[config.mk]
export PLATFORM = sky130hd
export DESIGN_NAME = bus_strobe_gen
export DESIGN_NICKNAME = d
export VERILOG_FILES = /design/src/rtl/bus_strobe_pkg.sv /design/src/rtl/bus_strobe_ctrl.sv /design/src/rtl/bus_strobe_dp.sv /design/src/rtl/bus_strobe_gen.sv
export SDC_FILE = /design/constraint.sdc
export NUM_CORES = 1
export LEC_CHECK = 0
export ABC_AREA = 0
export BUFFER_PORTS_ARGS = -buffer_cell sky130_fd_sc_hd__buf_2
export CORE_UTILIZATION = 45
export CTS_CLUSTER_DIAMETER = 120
export DETAILED_ROUTE_END_ITERATION = 16
export PLACE_DENSITY = 0.8
export SLEW_MARGIN = 20
export SYNTH_ARGS = -nofsm -noshare
export SYNTH_HDL_FRONTEND = slang
export SYNTH_HIERARCHICAL = 1
export SYNTH_SLANG_ARGS = --single-unit
export TNS_END_PERCENT = 10
[constraint.sdc]
create_clock -name clk -period 3.3 [get_ports clk]
set_clock_uncertainty 0.05 [all_clocks]
set_input_delay 0.66 -clock clk [delete_from_list [all_inputs] [get_ports clk]]
set_output_delay 0.66 -clock clk [all_outputs]
set_load 0.01 [all_outputs]
[src/rtl/bus_strobe_pkg.sv]
package bus_strobe_pkg;

  typedef enum logic [1:0] {
    ACC_FETCH  = 2'd0,
    ACC_DATA16 = 2'd1,
    ACC_DATA8  = 2'd2,
    ACC_MOVC   = 2'd3
  } accKind_t;

  // Per-clock timing strobes from the phase sequencer to the datapath
  typedef struct packed {
    logic aleSlot;     // phase lies inside a latch pulse window
    logic psenSlot;    // phase lies inside a read strobe window
    logic secondHalf;  // phase lies in the second half of the machine cycle
  } strobe_t;

endpackage

[src/rtl/bus_strobe_ctrl.sv]
module bus_strobe_ctrl
  import bus_strobe_pkg::*;
#(
  parameter int CYCLE_LEN = 12,
  parameter int ALE_LEN   = 2,
  parameter int PSEN_LEN  = 3
) (
  input  logic    clk,
  input  logic    rst,
  output strobe_t strobes
);

  localparam int PH_W = $clog2(CYCLE_LEN);
  localparam int HALF = CYCLE_LEN / 2;
  localparam logic [PH_W-1:0] LAST_C     = PH_W'(CYCLE_LEN - 1);
  localparam logic [PH_W-1:0] HALF_C     = PH_W'(HALF);
  localparam logic [PH_W-1:0] ALE_END_C  = PH_W'(ALE_LEN);
  localparam logic [PH_W-1:0] PSEN_END_C = PH_W'(ALE_LEN + PSEN_LEN);

  logic [PH_W-1:0] phase;
  logic [PH_W-1:0] halfPos;
  logic            inSecond;

  always_ff @(posedge clk or posedge rst) begin
    if (rst)                 phase <= '0;
    else if (phase == LAST_C) phase <= '0;
    else                     phase <= phase + 1'b1;
  end

  always_comb begin
    inSecond = (phase >= HALF_C);
    halfPos  = inSecond ? (phase - HALF_C) : phase;
    strobes.secondHalf = inSecond;
    strobes.aleSlot    = (halfPos < ALE_END_C);
    strobes.psenSlot   = (halfPos >= ALE_END_C) && (halfPos < PSEN_END_C);
  end

endmodule

[src/rtl/bus_strobe_dp.sv]
module bus_strobe_dp
  import bus_strobe_pkg::*;
#(
  parameter int          ADDR_W   = 8,
  parameter int          HI_W     = 8,
  parameter logic [7:0]  CFG_ADDR = 8'h8E
) (
  input  logic              clk,
  input  logic              rst,
  input  strobe_t           strobes,
  input  logic              extExec,
  input  accKind_t          kind,
  input  logic [HI_W-1:0]   ptrHi,
  input  logic [HI_W-1:0]   p2Latch,
  input  logic [HI_W-1:0]   codeHi,
  input  logic              cfgWrEn,
  input  logic [ADDR_W-1:0] cfgWrAddr,
  input  logic              cfgWrBit,
  output logic              aleOut,
  output logic              psenN,
  output logic [HI_W-1:0]   hiAddr
);

  localparam logic [ADDR_W-1:0] CFG_ADDR_C = ADDR_W'(CFG_ADDR);

  logic            aleOff;
  logic            dataCyc;
  logic            codeCyc;
  logic            aleHold;
  logic            aleNext;
  logic            psenNext;
  logic [HI_W-1:0] hiNext;

  always_ff @(posedge clk or posedge rst) begin
    if (rst)                                    aleOff <= 1'b0;
    else if (cfgWrEn && cfgWrAddr == CFG_ADDR_C) aleOff <= cfgWrBit;
  end

  always_comb begin
    dataCyc  = (kind == ACC_DATA16) || (kind == ACC_DATA8);
    codeCyc  = (kind == ACC_FETCH) || (kind == ACC_MOVC);
    // Internal execution with the latch silenced: plain fetches leave the line high
    aleHold  = aleOff && !extExec && (kind == ACC_FETCH);
    aleNext  = aleHold ||
               (strobes.aleSlot && !(dataCyc && strobes.secondHalf));
    psenNext = !(strobes.psenSlot && extExec && codeCyc);
    if (kind == ACC_DATA16)   hiNext = ptrHi;
    else if (dataCyc)         hiNext = p2Latch;
    else if (extExec)         hiNext = codeHi;
    else                      hiNext = p2Latch;
  end

  always_ff @(posedge clk or posedge rst) begin
    if (rst) begin
      aleOut <= 1'b1;
      psenN  <= 1'b1;
      hiAddr <= '0;
    end else begin
      aleOut <= aleNext;
      psenN  <= psenNext;
      hiAddr <= hiNext;
    end
  end

endmodule

[src/rtl/bus_strobe_gen.sv]
module bus_strobe_gen
  import bus_strobe_pkg::*;
#(
  parameter int         CYCLE_LEN = 12,
  parameter int         ALE_LEN   = 2,
  parameter int         PSEN_LEN  = 3,
  parameter int         ADDR_W    = 8,
  parameter int         HI_W      = 8,
  parameter logic [7:0] CFG_ADDR  = 8'h8E
) (
  input  logic              clk,
  input  logic              rst,
  input  logic              extExec,
  input  logic [1:0]        accKind,
  input  logic [HI_W-1:0]   ptrHi,
  input  logic [HI_W-1:0]   p2Latch,
  input  logic [HI_W-1:0]   codeHi,
  input  logic              cfgWrEn,
  input  logic [ADDR_W-1:0] cfgWrAddr,
  input  logic              cfgWrBit,
  output logic              aleOut,
  output logic              psenN,
  output logic [HI_W-1:0]   hiAddr
);

  strobe_t strobes;

  bus_strobe_ctrl #(
    .CYCLE_LEN(CYCLE_LEN),
    .ALE_LEN  (ALE_LEN),
    .PSEN_LEN (PSEN_LEN)
  ) u_ctrl (
    .clk    (clk),
    .rst    (rst),
    .strobes(strobes)
  );

  bus_strobe_dp #(
    .ADDR_W  (ADDR_W),
    .HI_W    (HI_W),
    .CFG_ADDR(CFG_ADDR)
  ) u_dp (
    .clk      (clk),
    .rst      (rst),
    .strobes  (strobes),
    .extExec  (extExec),
    .kind     (accKind_t'(accKind)),
    .ptrHi    (ptrHi),
    .p2Latch  (p2Latch),
    .codeHi   (codeHi),
    .cfgWrEn  (cfgWrEn),
    .cfgWrAddr(cfgWrAddr),
    .cfgWrBit (cfgWrBit),
    .aleOut   (aleOut),
    .psenN    (psenN),
    .hiAddr   (hiAddr)
  );

endmodule

==> results_dict.tcl <==
set metrics [dict create \
    post_cts_resized 0 \
    netlist_top_cells_count "nand2_1, o21ai_0, dfrtp_1" \
    post-route-period-util 0.5335 \
    wl_per_cell_um 11.74 \
    start_util 0.5079 \
    drc 0 \
    fp.dieArea_um2 1952 \
    coreArea_um2 1577 \
    timing.max_slew.rel_slack 0.7015 \
    fp-row-count 14 \
    register_area_um2 377.9 \
    synth_top_cell_by_area "dfrtp_1" \
    worstSkewPairLatency_ps 270 \
    htreeDepth 1 \
    rsz0062_at_grt "false" \
    ant_nets 0 \
    peakVddDrop_v 0.0001979 \
    drive_gt1_frac 0.4286 \
    synth_most_common_cell "nand2_1" \
    path_max_fanout 1 \
    worstHoldPathType "primary input to asynchronous set/reset pin" \
    max-cap-violations 0 \
    arrival_ps 1870 \
    post-cts-setup-buffers 0 \
    drtIter0Drc 19 \
    required_ps 3410 \
    clock-sinks 15 \
    overflow 0 \
    path_cells "buf_2, or4b_1, nor4_2, mux2_2" \
    synth-seq-cells 15 \
    synth_top_cell_area_share 0.4063 \
    final_nets 177 \
    max-clock-path-buffers 2 \
    max_stage_delay_ps 530 \
    root_buffer "clkbuf_4" \
    vias 762 \
    synth_ff_type "dfrtp_1" \
    leakage_uw 0.0005422 \
    multi_input_area_um2 379.1 \
    io_pins 49 \
    pwr-share-seq 0.539 \
    die_h_um 44.19 \
    syn_nets 127 \
    pwr-share-clk 0.275 \
    p_int_uw 276.3 \
    clock.fmax_mhz 568.0 \
    grt_pass1_vias 706 \
    grt_pass1_wl_um 2849 \
    hold_viol 0 \
    tns_ps 0 \
    port_buffers 48 \
    path_buf_inv 1 \
    wl_um 1749 \
    synth.avg_cell_area_um2 9.533 \
    first_pass_iters 6 \
    yosys_warnings 6 \
    crit_path_end_kind "register" \
    dp.final_hpwl_um 1424 \
    n_fill_cell 134 \
    cts_buffers 3 \
    worst-setup-path-type "primary input to register" \
    synth-edff-count 0 \
    slew_viol_final 0 \
    p_comb_frac 0.186 \
    fin_crit_ps 1761 \
    ys_top_cells_by_area "dfrtp_1, mux2i_1, o21ai_0" \
    powerDensity_nw_per_um2 340.4 \
    cts_hold_buf 0 \
    areaGrowthSynthToFinish_pct 34.06 \
    async_reset_ff_frac 1.000 \
    die_w_um 44.19 \
    cts_tree "yes" \
    synth.yosys.seq_area_share 0.4719 \
    synth_area_um2 800.8 \
    cp_slowest_cell "or4b_1" \
    gp_congestion 0.7648 \
    setup_viol 0 \
    grt_antenna_before_repair 0 \
    path_clk_slew_ps 80 \
    worst_pin_slew_ps 447.7 \
    num_antenna_cells 0 \
    start_kind "primary input" \
    ys_types 26 \
    p_sw_uw 89.13 \
    final_core_util 0.6810 \
    synth_cells 84 \
    swShare 0.2439 \
    viasPerCell 5.114 \
    grt_usage 0.2005 \
    crit_family "simple AND/OR/NAND/NOR gates" \
    grt_start_max_net_pins 17 \
    status "finished, final reports clean" \
]
-- layer usage --
metal	share of wire	up-vias	global-route usage
met5	0	-	0
met4	0.0069	0	0.09091
met3	0.061	2	0.03673
met2	0.54	30	0.3765
met1	0.39	340	0.2147
li1	-	390	-
-- worst reg2reg max path, cell delays in order (launching register included) --
cell     delay [ps]
dfrtp_1         460
ha_1            270
nor2b_2         180
or3_1           310
a21oi_1         150
nand2_1          60
o21ai_0          80
-- through the flow --
| step | power (uW) | instances | hold WS, ps | area [um2] | setup WS (ps) |
|---|---|---|---|---|---|
| finish | 365.4 | 149 | 212.3 | 1074 | 1539 |
| global route | 387.1 | 149 | 205.7 | 1074 | 1497 |
| CTS | 370.0 | 149 | 206.4 | 1074 | 1542 |
| detailed placement | 269.7 | 145 | 464.8 | 1047 | 1246 |
| global placement | 266.4 | 145 | 451.3 | 1047 | 1273 |
| floorplan | 231.6 | 84 | 376.1 | 800.8 | 1375 |
-- area by class of cell --
cell class                      instances  area share
Multi-Input combinational cell         59      0.3531
Clock buffer                            4     0.02448
Timing Repair Buffer                   49      0.2308
Inverter                                6     0.02098
Sequential cell                        15      0.3520
Tap cell                               16     0.01865
-- flip-flops by register name, indices dropped and copies added (netlist names) --
| signal | count |
|---|---|
| u_dp/aleOff | 1 |
| u_dp/psenN | 1 |
| u_ctrl/phase | 4 |
| u_dp/hiAddr | 8 |
| u_dp/aleOut | 1 |
-- path summary, 6_finish.rpt --
kind	cells after the start	slack (ps)	from	to
worst min register to register	2	460	u_dp/aleOff	u_dp/aleOut
min in group clk	2	460	u_dp/aleOff	u_dp/aleOut
worst max register to register	6	1680	u_ctrl/phase[1]	u_dp/aleOut
max in group asynchronous	2	2550	rst	u_dp/aleOut
worst max-delay path	4	1540	cfgWrAddr[5]	u_dp/aleOff
worst min-delay path	2	210	rst	u_ctrl/phase[3]
-- power by group through the flow --
| stage | combinational, uW | clock (uW) | sequential, uW |
|---|---|---|---|
| finish | 67.9 | 101 | 197 |
| global route | 76.7 | 113 | 198 |
| CTS | 68.9 | 104 | 197 |
| detailed placement | 69.0 | 0 | 201 |
| global placement | 66.3 | 0 | 200 |
| floorplan | 25.0 | 0 | 207 |
-- cell usage in the layout (no fill, tap or decap), types with 2 or more instances in the layout --
cell type and count:
dfrtp_1 13, mux2i_1 8, nor2_1 2, buf_2 48, inv_1 6, dfstp_2 2, ha_1 4, nand2_1 16
o21ai_0 14, clkbuf_4 3
-- logic make-up (layout without fill, tap and decap cells) --
logic type               after synthesis  in the layout  synth area share
flip-flops                            15             15            0.4719
multiplexers                           9              9            0.1141
AO/OA/AOI/OAI                         19             19            0.1297
buffers and inverters                 10             59           0.05469
adder cells (fa/ha/maj)                4              4           0.06250
AND/OR/NAND/NOR                       27             27            0.1672
(Power assumes the default switching activity.)
